## src/rtl/idec_pkg.sv

```systemverilog
`timescale 1ns/1ps
package idec_pkg;

  typedef struct packed {
    logic [31:0] imm;
    logic [7:0]  modByte;
    logic [7:0]  srcByte;
    logic [7:0]  dstByte;
    logic [7:0]  opcode;
  } insn_fields_t;

  typedef enum logic [1:0] {
    LVL_NONE = 2'd0,
    LVL_L1   = 2'd1,
    LVL_L2   = 2'd2,
    LVL_L3   = 2'd3
  } scratch_lvl_e;

  typedef struct packed {
    logic load;
  } ctrl_strobe_t;

  localparam int IDX_W_WIDE   = 3;
  localparam int IDX_W_NARROW = 2;

endpackage

```

## src/rtl/idec_ctrl.sv

```systemverilog
`timescale 1ns/1ps
module idec_ctrl
  import idec_pkg::*;
(
  input  logic         clk,
  input  logic         rstN,
  input  logic         inValid,
  output logic         inReady,
  input  logic         outReady,
  output logic         outValid,
  output ctrl_strobe_t strobe
);

  logic validQ;

  assign inReady     = !validQ || outReady;
  assign strobe.load = inValid && inReady;
  assign outValid    = validQ;

  always_ff @(posedge clk or negedge rstN) begin
    if (!rstN) begin
      validQ <= 1'b0;
    end else if (strobe.load) begin
      validQ <= 1'b1;
    end else if (outReady) begin
      validQ <= 1'b0;
    end
  end

  // an accepted word is presented on the next cycle
  p_fire_valid_r8: assert property (@(posedge clk) disable iff (!rstN)
    (inValid && inReady) |=> outValid);

  // the stage drains when nothing new arrives
  p_drain_r8: assert property (@(posedge clk) disable iff (!rstN)
    (outValid && outReady && !inValid) |=> !outValid);

endmodule

```

## src/rtl/idec_agen.sv

```systemverilog
`timescale 1ns/1ps
module idec_agen
  import idec_pkg::*;
#(
  parameter int ADDR_W     = 21,
  parameter int L1_BITS    = 14,
  parameter int L2_BITS    = 18,
  parameter int ALIGN_BITS = 3
) (
  input  logic [ADDR_W-1:0] base,
  input  logic              useImm,
  input  logic [1:0]        memField,
  output logic [ADDR_W-1:0] addr,
  output scratch_lvl_e      level
);

  localparam logic [ADDR_W-1:0] MASK_L1 =
    {{(ADDR_W-L1_BITS){1'b0}}, {(L1_BITS-ALIGN_BITS){1'b1}}, {ALIGN_BITS{1'b0}}};
  localparam logic [ADDR_W-1:0] MASK_L2 =
    {{(ADDR_W-L2_BITS){1'b0}}, {(L2_BITS-ALIGN_BITS){1'b1}}, {ALIGN_BITS{1'b0}}};
  localparam logic [ADDR_W-1:0] MASK_L3 =
    {{(ADDR_W-ALIGN_BITS){1'b1}}, {ALIGN_BITS{1'b0}}};

  logic [ADDR_W-1:0] mask;

  always_comb begin
    if (useImm) begin
      level = LVL_L3;
      mask  = MASK_L3;
    end else if (memField == 2'd0) begin
      level = LVL_L2;
      mask  = MASK_L2;
    end else begin
      level = LVL_L1;
      mask  = MASK_L1;
    end
  end

  assign addr = base & mask;

endmodule

```

## src/rtl/idec_dpath.sv

```systemverilog
`timescale 1ns/1ps
module idec_dpath
  import idec_pkg::*;
#(
  parameter int DATA_W     = 64,
  parameter int ADDR_W     = 21,
  parameter int L1_BITS    = 14,
  parameter int L2_BITS    = 18,
  parameter int ALIGN_BITS = 3
) (
  input  logic              clk,
  input  logic              rstN,
  input  ctrl_strobe_t      strobe,
  input  logic [63:0]       inWord,
  input  logic              idxWide,
  output logic [2:0]        rfReadIdx,
  input  logic [DATA_W-1:0] rfReadData,
  output logic [7:0]        opcodeQ,
  output logic [2:0]        dstQ,
  output logic [2:0]        srcQ,
  output logic              useImmQ,
  output logic [DATA_W-1:0] immQ,
  output logic [DATA_W-1:0] srcOpQ,
  output logic [ADDR_W-1:0] addrQ,
  output scratch_lvl_e      levelQ,
  output logic [2:0]        condQ
);

  insn_fields_t fields;
  logic [2:0]        dstIdx, srcIdx;
  logic              useImm;
  logic [DATA_W-1:0] immExt, srcOp;
  logic [ADDR_W-1:0] addrNext;
  scratch_lvl_e      levelNext;
  logic              unusedFieldBits;

  assign fields    = insn_fields_t'(inWord);
  assign rfReadIdx = fields.srcByte[2:0];

  // index width follows the register group in use
  always_comb begin
    if (idxWide) begin
      dstIdx = fields.dstByte[IDX_W_WIDE-1:0];
      srcIdx = fields.srcByte[IDX_W_WIDE-1:0];
    end else begin
      dstIdx = {1'b0, fields.dstByte[IDX_W_NARROW-1:0]};
      srcIdx = {1'b0, fields.srcByte[IDX_W_NARROW-1:0]};
    end
  end

  assign useImm = (dstIdx == srcIdx);
  assign immExt = {{(DATA_W-32){fields.imm[31]}}, fields.imm};
  assign srcOp  = useImm ? immExt : rfReadData;

  assign unusedFieldBits = ^{fields.dstByte[7:3], fields.srcByte[7:3], fields.modByte[7:5]};

  idec_agen #(
    .ADDR_W(ADDR_W), .L1_BITS(L1_BITS), .L2_BITS(L2_BITS), .ALIGN_BITS(ALIGN_BITS)
  ) u_agen (
    .base    (srcOp[ADDR_W-1:0]),
    .useImm  (useImm),
    .memField(fields.modByte[1:0]),
    .addr    (addrNext),
    .level   (levelNext)
  );

  always_ff @(posedge clk or negedge rstN) begin
    if (!rstN) begin
      opcodeQ <= '0;
      dstQ    <= '0;
      srcQ    <= '0;
      useImmQ <= 1'b0;
      immQ    <= '0;
      srcOpQ  <= '0;
      addrQ   <= '0;
      levelQ  <= LVL_NONE;
      condQ   <= '0;
    end else if (strobe.load) begin
      opcodeQ <= fields.opcode;
      dstQ    <= dstIdx;
      srcQ    <= srcIdx;
      useImmQ <= useImm;
      immQ    <= immExt;
      srcOpQ  <= srcOp;
      addrQ   <= addrNext;
      levelQ  <= levelNext;
      condQ   <= fields.modByte[4:2];
    end
  end

  // generated addresses stay aligned
  p_addr_align_r6: assert property (@(posedge clk) disable iff (!rstN)
    addrQ[ALIGN_BITS-1:0] == '0);

  // an immediate source always picks the largest level
  p_imm_l3_r5: assert property (@(posedge clk) disable iff (!rstN)
    useImmQ |-> levelQ == LVL_L3);

  // the smallest level keeps the address inside its window
  p_l1_bound_r5: assert property (@(posedge clk) disable iff (!rstN)
    (levelQ == LVL_L1) |-> addrQ[ADDR_W-1:L1_BITS] == '0);

  // the immediate operand matches the captured immediate
  p_imm_operand_r3: assert property (@(posedge clk) disable iff (!rstN)
    useImmQ |-> srcOpQ == immQ);

endmodule

```

## src/rtl/insn_decode_agen.sv

```systemverilog
`timescale 1ns/1ps
module insn_decode_agen
  import idec_pkg::*;
#(
  parameter int DATA_W     = 64,
  parameter int ADDR_W     = 21,
  parameter int L1_BITS    = 14,
  parameter int L2_BITS    = 18,
  parameter int ALIGN_BITS = 3
) (
  input  logic              clk,
  input  logic              rstN,
  input  logic              inValid,
  output logic              inReady,
  input  logic [63:0]       inWord,
  input  logic              idxWide,
  output logic [2:0]        rfReadIdx,
  input  logic [DATA_W-1:0] rfReadData,
  output logic              outValid,
  input  logic              outReady,
  output logic [7:0]        outOpcode,
  output logic [2:0]        outDst,
  output logic [2:0]        outSrc,
  output logic              outUseImm,
  output logic [DATA_W-1:0] outImm,
  output logic [DATA_W-1:0] outSrcOperand,
  output logic [ADDR_W-1:0] outMemAddr,
  output logic [1:0]        outLevel,
  output logic [2:0]        outCond
);

  ctrl_strobe_t strobe;
  scratch_lvl_e levelQ;

  idec_ctrl u_ctrl (
    .clk     (clk),
    .rstN    (rstN),
    .inValid (inValid),
    .inReady (inReady),
    .outReady(outReady),
    .outValid(outValid),
    .strobe  (strobe)
  );

  idec_dpath #(
    .DATA_W(DATA_W), .ADDR_W(ADDR_W), .L1_BITS(L1_BITS),
    .L2_BITS(L2_BITS), .ALIGN_BITS(ALIGN_BITS)
  ) u_dpath (
    .clk       (clk),
    .rstN      (rstN),
    .strobe    (strobe),
    .inWord    (inWord),
    .idxWide   (idxWide),
    .rfReadIdx (rfReadIdx),
    .rfReadData(rfReadData),
    .opcodeQ   (outOpcode),
    .dstQ      (outDst),
    .srcQ      (outSrc),
    .useImmQ   (outUseImm),
    .immQ      (outImm),
    .srcOpQ    (outSrcOperand),
    .addrQ     (outMemAddr),
    .levelQ    (levelQ),
    .condQ     (outCond)
  );

  assign outLevel = levelQ;

  // a stalled result is held unchanged
  p_stall_hold_r9: assert property (@(posedge clk) disable iff (!rstN)
    (outValid && !outReady) |=> (outValid && $stable(outSrcOperand)
                                 && $stable(outMemAddr) && $stable(outOpcode)));

endmodule

```

## config.mk

```make
export PLATFORM = sky130hd
export DESIGN_NAME = insn_decode_agen
export DESIGN_NICKNAME = d
export VERILOG_FILES = /design/src/rtl/idec_pkg.sv /design/src/rtl/idec_ctrl.sv /design/src/rtl/idec_agen.sv /design/src/rtl/idec_dpath.sv /design/src/rtl/insn_decode_agen.sv
export SDC_FILE = /design/constraint.sdc
export NUM_CORES = 1
export LEC_CHECK = 0
export CORE_UTILIZATION = 40
export CTS_BUF_LIST = sky130_fd_sc_hd__clkbuf_4
export CTS_CLUSTER_DIAMETER = 150
export DETAILED_ROUTE_END_ITERATION = 10
export DONT_BUFFER_PORTS = 1
export SYNTH_ARGS = -nofsm -noshare
export SYNTH_HDL_FRONTEND = slang
export SYNTH_SLANG_ARGS = --single-unit
```

## constraint.sdc

```tcl
create_clock -name clk -period 1.67 [get_ports clk]
set_input_delay 0.334 -clock clk [delete_from_list [all_inputs] [get_ports clk]]
set_output_delay 0.334 -clock clk [all_outputs]
set_load 0.005 [all_outputs]
```

==> flow_metrics.env, run 1 <==
export IMPL_clkTransAtPathRegs_ps=120
export IMPL_irDropWorstVdd_mv=0.453
export IMPL_ys_ff_latch=124
export IMPL_dpl_hpwl_um=9550
export IMPL_crit_family="flip-flops"
export IMPL_clock_latency_ps=550
export IMPL_setup_viol=19
export IMPL_hold_buffers=117
export IMPL_cts_tree="done"
export IMPL_regToRegEndpoint="u_dpath.srcOpQ[13]"
export IMPL_endpoint_kind="primary output"
export IMPL_crit_path_max_fanout=19
export IMPL_dp_cells=695
export IMPL_initial_core_util_pct=41.8
export IMPL_cp_data_arrival_time_ps=1350
export IMPL_grt_pass1_vias=4541
export IMPL_ioPinCount=307
export IMPL_crit_type="reg2out"
export IMPL_cts_root_buf="clkbuf_4"
export IMPL_worst_slack_ps=-12.1
export IMPL_worstPathCellList="buf_12"
export IMPL_start_kind="flop"
export IMPL_hold_path_class="in2async"
export IMPL_grt_max_degree=125
export IMPL_drcViolationCount=0
export IMPL_dr_total_vias=4426
export IMPL_fin_nets=790
export IMPL_ys_seq_area_share_pct=55.2
export IMPL_drt_initial_drc_count=241
export IMPL_hold_viol_final=124
export IMPL_grt_pass1_wl_um=23300
export IMPL_rows=42
export IMPL_clock_skew_ps=12.4
export IMPL_rr_startpoint="u_ctrl.outValid"
export IMPL_crit_buf_inv=1
export IMPL_gr_usage_all_layers_pct=21.2
export IMPL_htreeDepth=4
export IMPL_fmax_ghz=0.594
export IMPL_powerDensity_nw_per_um2=1040
export IMPL_layout_min_cycle_time_ps=1680
export IMPL_violations="hold timing, setup timing"
export IMPL_max_stage_delay_ps=600
export IMPL_fin_cells=847
export IMPL_postSynth_asyncResetShare_pct=100
export IMPL_clk_path_buf_depth=2
export IMPL_clock_sinks=124
export IMPL_portBuffers=0
export IMPL_design_core_area_um2=13500
export IMPL_cpMaxStageDelayCell="dfrtp_4"
export IMPL_leakage_nw=3.32
export IMPL_avgRoutedWirePerCell_um=17.5
export IMPL_synth_edf_count=0
export IMPL_r2r_cells=5
export IMPL_viasPerCell=5.23
export IMPL_synth_cells=583
export IMPL_synth_distinct_cells=28
export IMPL_antenna_found_initial=1
export IMPL_period_share_pct=101
export IMPL_grt_overflow_total=0
export IMPL_wl_um=14800
export IMPL_fillers=1195
export IMPL_slew_violations=0
export IMPL_areaGrowthSynthToFinish_pct=23.8
export IMPL_regToRegSetupSlack_ps=100
export IMPL_cap_violations=0
export IMPL_cts_made_buffers=17
export IMPL_first_pass_iters=5
export IMPL_die_area_um2=14500
export IMPL_yosys_warnings=0
export IMPL_final_layout_size_suffix_gt1_share_pct=13.1
export IMPL_postSynthAreaPerCell_um2=9.64
export IMPL_netlist_area_um2=5620
export IMPL_gp_congestion=0.752
export IMPL_synth_ff_type="dfrtp_1"
export IMPL_fp_dieW_um=121
export IMPL_status="complete, but fails checks"
export IMPL_ant_nets=0
export IMPL_hold_worst_slack_ps=-539
export IMPL_required_ps=1340
export IMPL_die_h_um=121
export IMPL_rsz0062_at_grt="yes"
==> cells in the mapped netlist (2+ instances only) <==
| master | instances | area share, % |
|---|---|---|
| xor2_1 | 2 | 0.31 |
| and3_1 | 8 | 0.89 |
| a211o_1 | 5 | 0.78 |
| nand2_1 | 211 | 14 |
| o211ai_2 | 24 | 5.3 |
| a221o_1 | 4 | 0.71 |
| buf_4 | 49 | 6.5 |
| buf_6 | 11 | 2.2 |
| nand3_1 | 35 | 3.1 |
| o21ai_1 | 31 | 2.8 |
| nor2_1 | 2 | 0.13 |
| buf_2 | 12 | 1.1 |
| a21oi_1 | 33 | 2.9 |
| o21ai_0 | 4 | 0.36 |
| clkbuf_1 | 16 | 1.1 |
| dfrtp_1 | 124 | 55 |
==> power breakdown <==
group / internal [mW] / switching (mW) / total, mW / leakage, nW
Sequential: 3.45 / 0.439 / 3.89 / 1.53
Clock: 0.912 / 1.24 / 2.15 / 0.150
Combinational: 0.571 / 0.617 / 1.19 / 1.64
==> state kept, by name, indices dropped and copies added (netlist names) <==
register and count:
u_dpath.dstQ 3, u_dpath.srcQ 3, u_dpath.useImmQ 1, u_dpath.srcOpQ 64, u_dpath.levelQ 2, u_ctrl.outValid 1
u_dpath.addrQ 7, u_dpath.immQ 32, u_dpath.condQ 3, u_dpath.opcodeQ 8
==> timing repair <==
| action | in CTS | in global routing |
|---|---|---|
| pin swaps | 0 | 0 |
| setup buffers | 2 | 0 |
| gates resized for setup | 3 | 0 |
| endpoints found under the hold margin | 246 | 124 |
| setup endpoints to repair | 25 | 25 |
==> kinds of logic (layout without fill, tap and decap cells) <==
family          count (synthesis)  after routing  share of synthesized area (%)
flops                         124            124                           55.2
compound gates                105            105                           13.9
other cells                     1              4                         0.0667
simple gates                  260            260                           18.9
buf+inv                        90            175                           11.3
xor+xnor                        3              3                          0.601
==> layout by cell type, fill, tap and decap left out, drive strengths merged, types with 3 or more instances in the layout <==
| cell type | n |
|---|---|
| a21oi | 33 |
| clkinv | 4 |
| a221o | 4 |
| buf | 23 |
| conb | 3 |
| nand2 | 211 |
| inv | 7 |
| dlygate4sd3 | 117 |
| o21ai | 35 |
| a211o | 5 |
| clkinvlp | 3 |
| xor2 | 3 |
| clkbuf | 17 |
| nand3 | 35 |
| and3 | 8 |
| o211ai | 25 |
| dfrtp | 124 |
==> cell type report <==
cell class                 count  area (um^2)  share of cell area (%)
clock inverter                15          163                    2.34
clock buffer                  17          128                    1.83
multi-input combinational    371         1910                    27.4
antenna                        1         2.50                  0.0360
inverter                       1         3.75                  0.0539
timing repair buffer         142         1430                    20.5
tap                          176          220                    3.16
sequential                   124         3110                    44.7
==> worst max path at each step <==
stage	endpoint	cells past startpoint	startpoint
after floorplan	u_dpath.srcOpQ[29]	7	inWord[18]
after global placement	u_dpath.addrQ[16]	5	inWord[17]
after detailed placement	u_dpath.srcOpQ[38]	6	inWord[17]
after CTS	outImm[33]	1	u_dpath.immQ[31]
after global routing	outImm[41]	1	u_dpath.immQ[31]
final	outImm[33]	1	u_dpath.immQ[31]
==> worst reg2reg max path, delay by kind of cell, from the launching register on <==
family | cells | cell delay, ps
buffers and inverters | 1 | 310
DFF | 1 | 430
AOI/OAI and AO/OA | 1 | 150
and+or+nand+nor | 3 | 600
==> routing by layer <==
metal / track usage (%) / share of wire, % / routed length (um)
met2: 36.7 / 51 / 7630
met4: 9.88 / 3.0 / 449
met3: 7.97 / 7.9 / 1160
met5: 0 / 0 / 0
met1: 22.8 / 38 / 5570
==> through the flow <==
stage	worst slack, ps	area, um^2	setup TNS [ps]	power [mW]	util [%]
2_1_floorplan	156	5630	0	4.78	-
3_3_place_gp	2.05	5470	0	4.83	40.7
5_1_grt	-105	6960	-2450	7.66	51.7
4_1_cts	-73.3	6960	-1700	7.32	51.7
3_5_place_dp	-13.9	5470	-21.5	4.89	40.7
6_report	-12.1	6960	-223	7.23	51.7
(Power assumes the default switching activity.)
==> inputs of run 2 (changes only) <==
--- a/config.mk
+++ b/config.mk
@@ -5,11 +5,14 @@
 export SDC_FILE = /design/constraint.sdc
 export NUM_CORES = 1
 export LEC_CHECK = 0
+export ABC_CLOCK_PERIOD_IN_PS = 1670
 export CORE_UTILIZATION = 40
 export CTS_BUF_LIST = sky130_fd_sc_hd__clkbuf_4
 export CTS_CLUSTER_DIAMETER = 150
 export DETAILED_ROUTE_END_ITERATION = 10
 export DONT_BUFFER_PORTS = 1
+export HOLD_SLACK_MARGIN = 0.02
+export RECOVER_POWER = 100
 export SYNTH_ARGS = -nofsm -noshare
 export SYNTH_HDL_FRONTEND = slang
 export SYNTH_SLANG_ARGS = --single-unit
==> run 2 against run 1 <==
The flow still finishes with violations (hold timing, setup timing). Hold slack better by 0.95 ps. Largest power group unchanged. Final cell count increased by 0.24%. Worst setup slack got worse by 23 ps. Highest routed layer unchanged. Via count up 0.50%.
==> flow_metrics.env, run 2 (same netlist as run 1, synthesis figures left out) <==
export IMPL_worst_pin_slew_ps=558
export IMPL_irDropWorstVdd_mv=0.452
export IMPL_clock_latency_ps=550
export IMPL_dpl_hpwl_um=9550
export IMPL_areaGrowthSynthToFinish_pct=22.5
export IMPL_netSwitchingFraction_pct=31.6
export IMPL_grt_overflow_total=0
export IMPL_pwr_share_comb_pct=16.0
export IMPL_required_ps=2110
export IMPL_worst_slack_ps=-34.8
export IMPL_dr_total_vias=4448
export IMPL_portBuffers=0
export IMPL_slew_violations=0
export IMPL_largest_reg_flops=64
export IMPL_layout_min_cycle_time_ps=1700
export IMPL_wl_um=14900
export IMPL_hold_viol_final=124
export IMPL_pwr_share_seq_pct=54.2
export IMPL_clock_sinks=124
export IMPL_cap_violations=0
export IMPL_fin_tns_setup_ps=-362
export IMPL_drcViolationCount=0
export IMPL_start_kind="flop"
export IMPL_ant_nets=0
export IMPL_multi_input_area_um2=1840
export IMPL_viasPerCell=5.24
export IMPL_drt_initial_drc_count=273
export IMPL_grt_pass1_wl_um=23200
export IMPL_grt_pass1_vias=4536
export IMPL_avgRoutedWirePerCell_um=17.5
export IMPL_final_common_cell="nand2_1"
export IMPL_clk_path_buf_depth=2
export IMPL_intPower_mw=4.91
export IMPL_setup_viol=23
export IMPL_violations="hold timing, setup timing"
export IMPL_htreeDepth=4
export IMPL_cp_data_arrival_time_ps=2140
export IMPL_powerDensity_nw_per_um2=1040
export IMPL_fin_cells=849
export IMPL_period_share_pct=102
export IMPL_hold_worst_slack_ps=-538
export IMPL_largest_register="u_dpath.srcOpQ"
export IMPL_max_slew_margin_pct=62.8
export IMPL_rows=42
export IMPL_crit_path_max_fanout=52
export IMPL_fin_nets=792
export IMPL_endpoint_kind="flop"
export IMPL_status="complete, but fails checks"
export IMPL_cts_made_buffers=17
export IMPL_crit_type="reg2reg"
export IMPL_first_pass_iters=4
export IMPL_fillers=1212
export IMPL_p_clk_share_pct=29.9
export IMPL_ioPinCount=307
export IMPL_clock_skew_ps=12.1
export IMPL_cts_root_buf="clkbuf_4"
export IMPL_initial_core_util_pct=41.8
export IMPL_leakage_nw=3.26
export IMPL_gr_usage_all_layers_pct=21.1
export IMPL_place_ws_ps=-13.9
export IMPL_netSwitchingPower_mw=2.27
export IMPL_cts_tree="done"
export IMPL_clkTransAtPathRegs_ps=120
export IMPL_top_regs="u_dpath.srcOpQ (64), u_dpath.immQ (32), u_dpath.opcodeQ (8)"
export IMPL_seqCellArea_um2=3110
export IMPL_grt_max_degree=125
export IMPL_fmax_ghz=0.587
export IMPL_die_area_um2=14500
export IMPL_design_core_area_um2=13500
export IMPL_antenna_found_initial=1
export IMPL_rsz0062_at_grt="yes"
export IMPL_fp_dieW_um=121
export IMPL_die_h_um=121
export IMPL_hold_path_class="in2async"
export IMPL_final_cell_mix="nand2_1 (210), dfrtp_1 (123), dlygate4sd3_1 (119)"
export IMPL_final_layout_size_suffix_gt1_share_pct=10.9
export IMPL_gp_congestion=0.752
export IMPL_dp_cells=695
-- run 2: through the flow --
step	cell area [um^2]	utilization, %	power, mW
floorplan	5630	-	4.78
global placement	5470	40.7	4.83
detailed placement	5470	40.7	4.89
CTS	6960	51.7	7.32
global route	6880	51.2	7.61
finish	6880	51.2	7.18
-- run 2: what timing repair did --
item                                    CTS  global route
gates resized for setup                   3             0
setup buffers                             2             0
endpoints found under the setup margin   25            25
hold buffers                            117             2
cloned                                    0             0
endpoints found under the hold margin   246           125
-- run 2: worst max-delay path, cell delays in order (launching register included) --
cell and delay [ps]:
dfrtp_1 420, nand2b_2 80, clkbuf_1 230, nand2_4 120, buf_4 290, a221o_1 410
-- run 2: routing by layer --
| layer | wire, um | GRT usage [%] | vias up |
|---|---|---|---|
| met3 | 1120 | 7.92 | 36 |
| met4 | 484 | 9.88 | 0 |
| met1 | 5670 | 22.7 | 2144 |
| met2 | 7590 | 36.7 | 234 |
| li1 | - | - | 2034 |
| met5 | 0 | 0 | - |
-- run 2: area by class of cell --
type                    instances  area share (%)
diodes                          1          0.0364
clock buffers                  17            1.85
clock inverters                15            2.36
inverters                       1          0.0545
multi-input cells             371            26.7
flip-flops and latches        124            45.1
well taps                     176            3.20
repair buffers                144            20.7
-- run 2: path summary, 6_finish.rpt --
| kind | from | to | slack (ps) | cells after the start |
|---|---|---|---|---|
| min in group clk | inWord[48] | u_dpath.srcOpQ[16] | 100 | 2 |
| worst min register to register | u_dpath.immQ[18] | u_dpath.immQ[18] | 520 | 2 |
| worst max-delay path | u_ctrl.outValid | u_dpath.addrQ[15] | -30 | 5 |
| worst min-delay path | rstN | u_dpath.srcOpQ[45] | -540 | 0 |
| max in group asynchronous | rstN | u_dpath.immQ[31] | 1960 | 0 |
| worst max register to register | u_ctrl.outValid | u_dpath.addrQ[15] | -30 | 5 |
-- run 2: power by group through the flow --
stage | clock network [mW] | registers [mW] | logic (mW)
3_3_place_gp | 0 | 3.93 | 0.900
6_report | 2.14 | 3.89 | 1.15
4_1_cts | 2.24 | 3.89 | 1.19
5_1_grt | 2.37 | 3.95 | 1.30
3_5_place_dp | 0 | 3.94 | 0.951
2_1_floorplan | 0 | 3.80 | 0.982
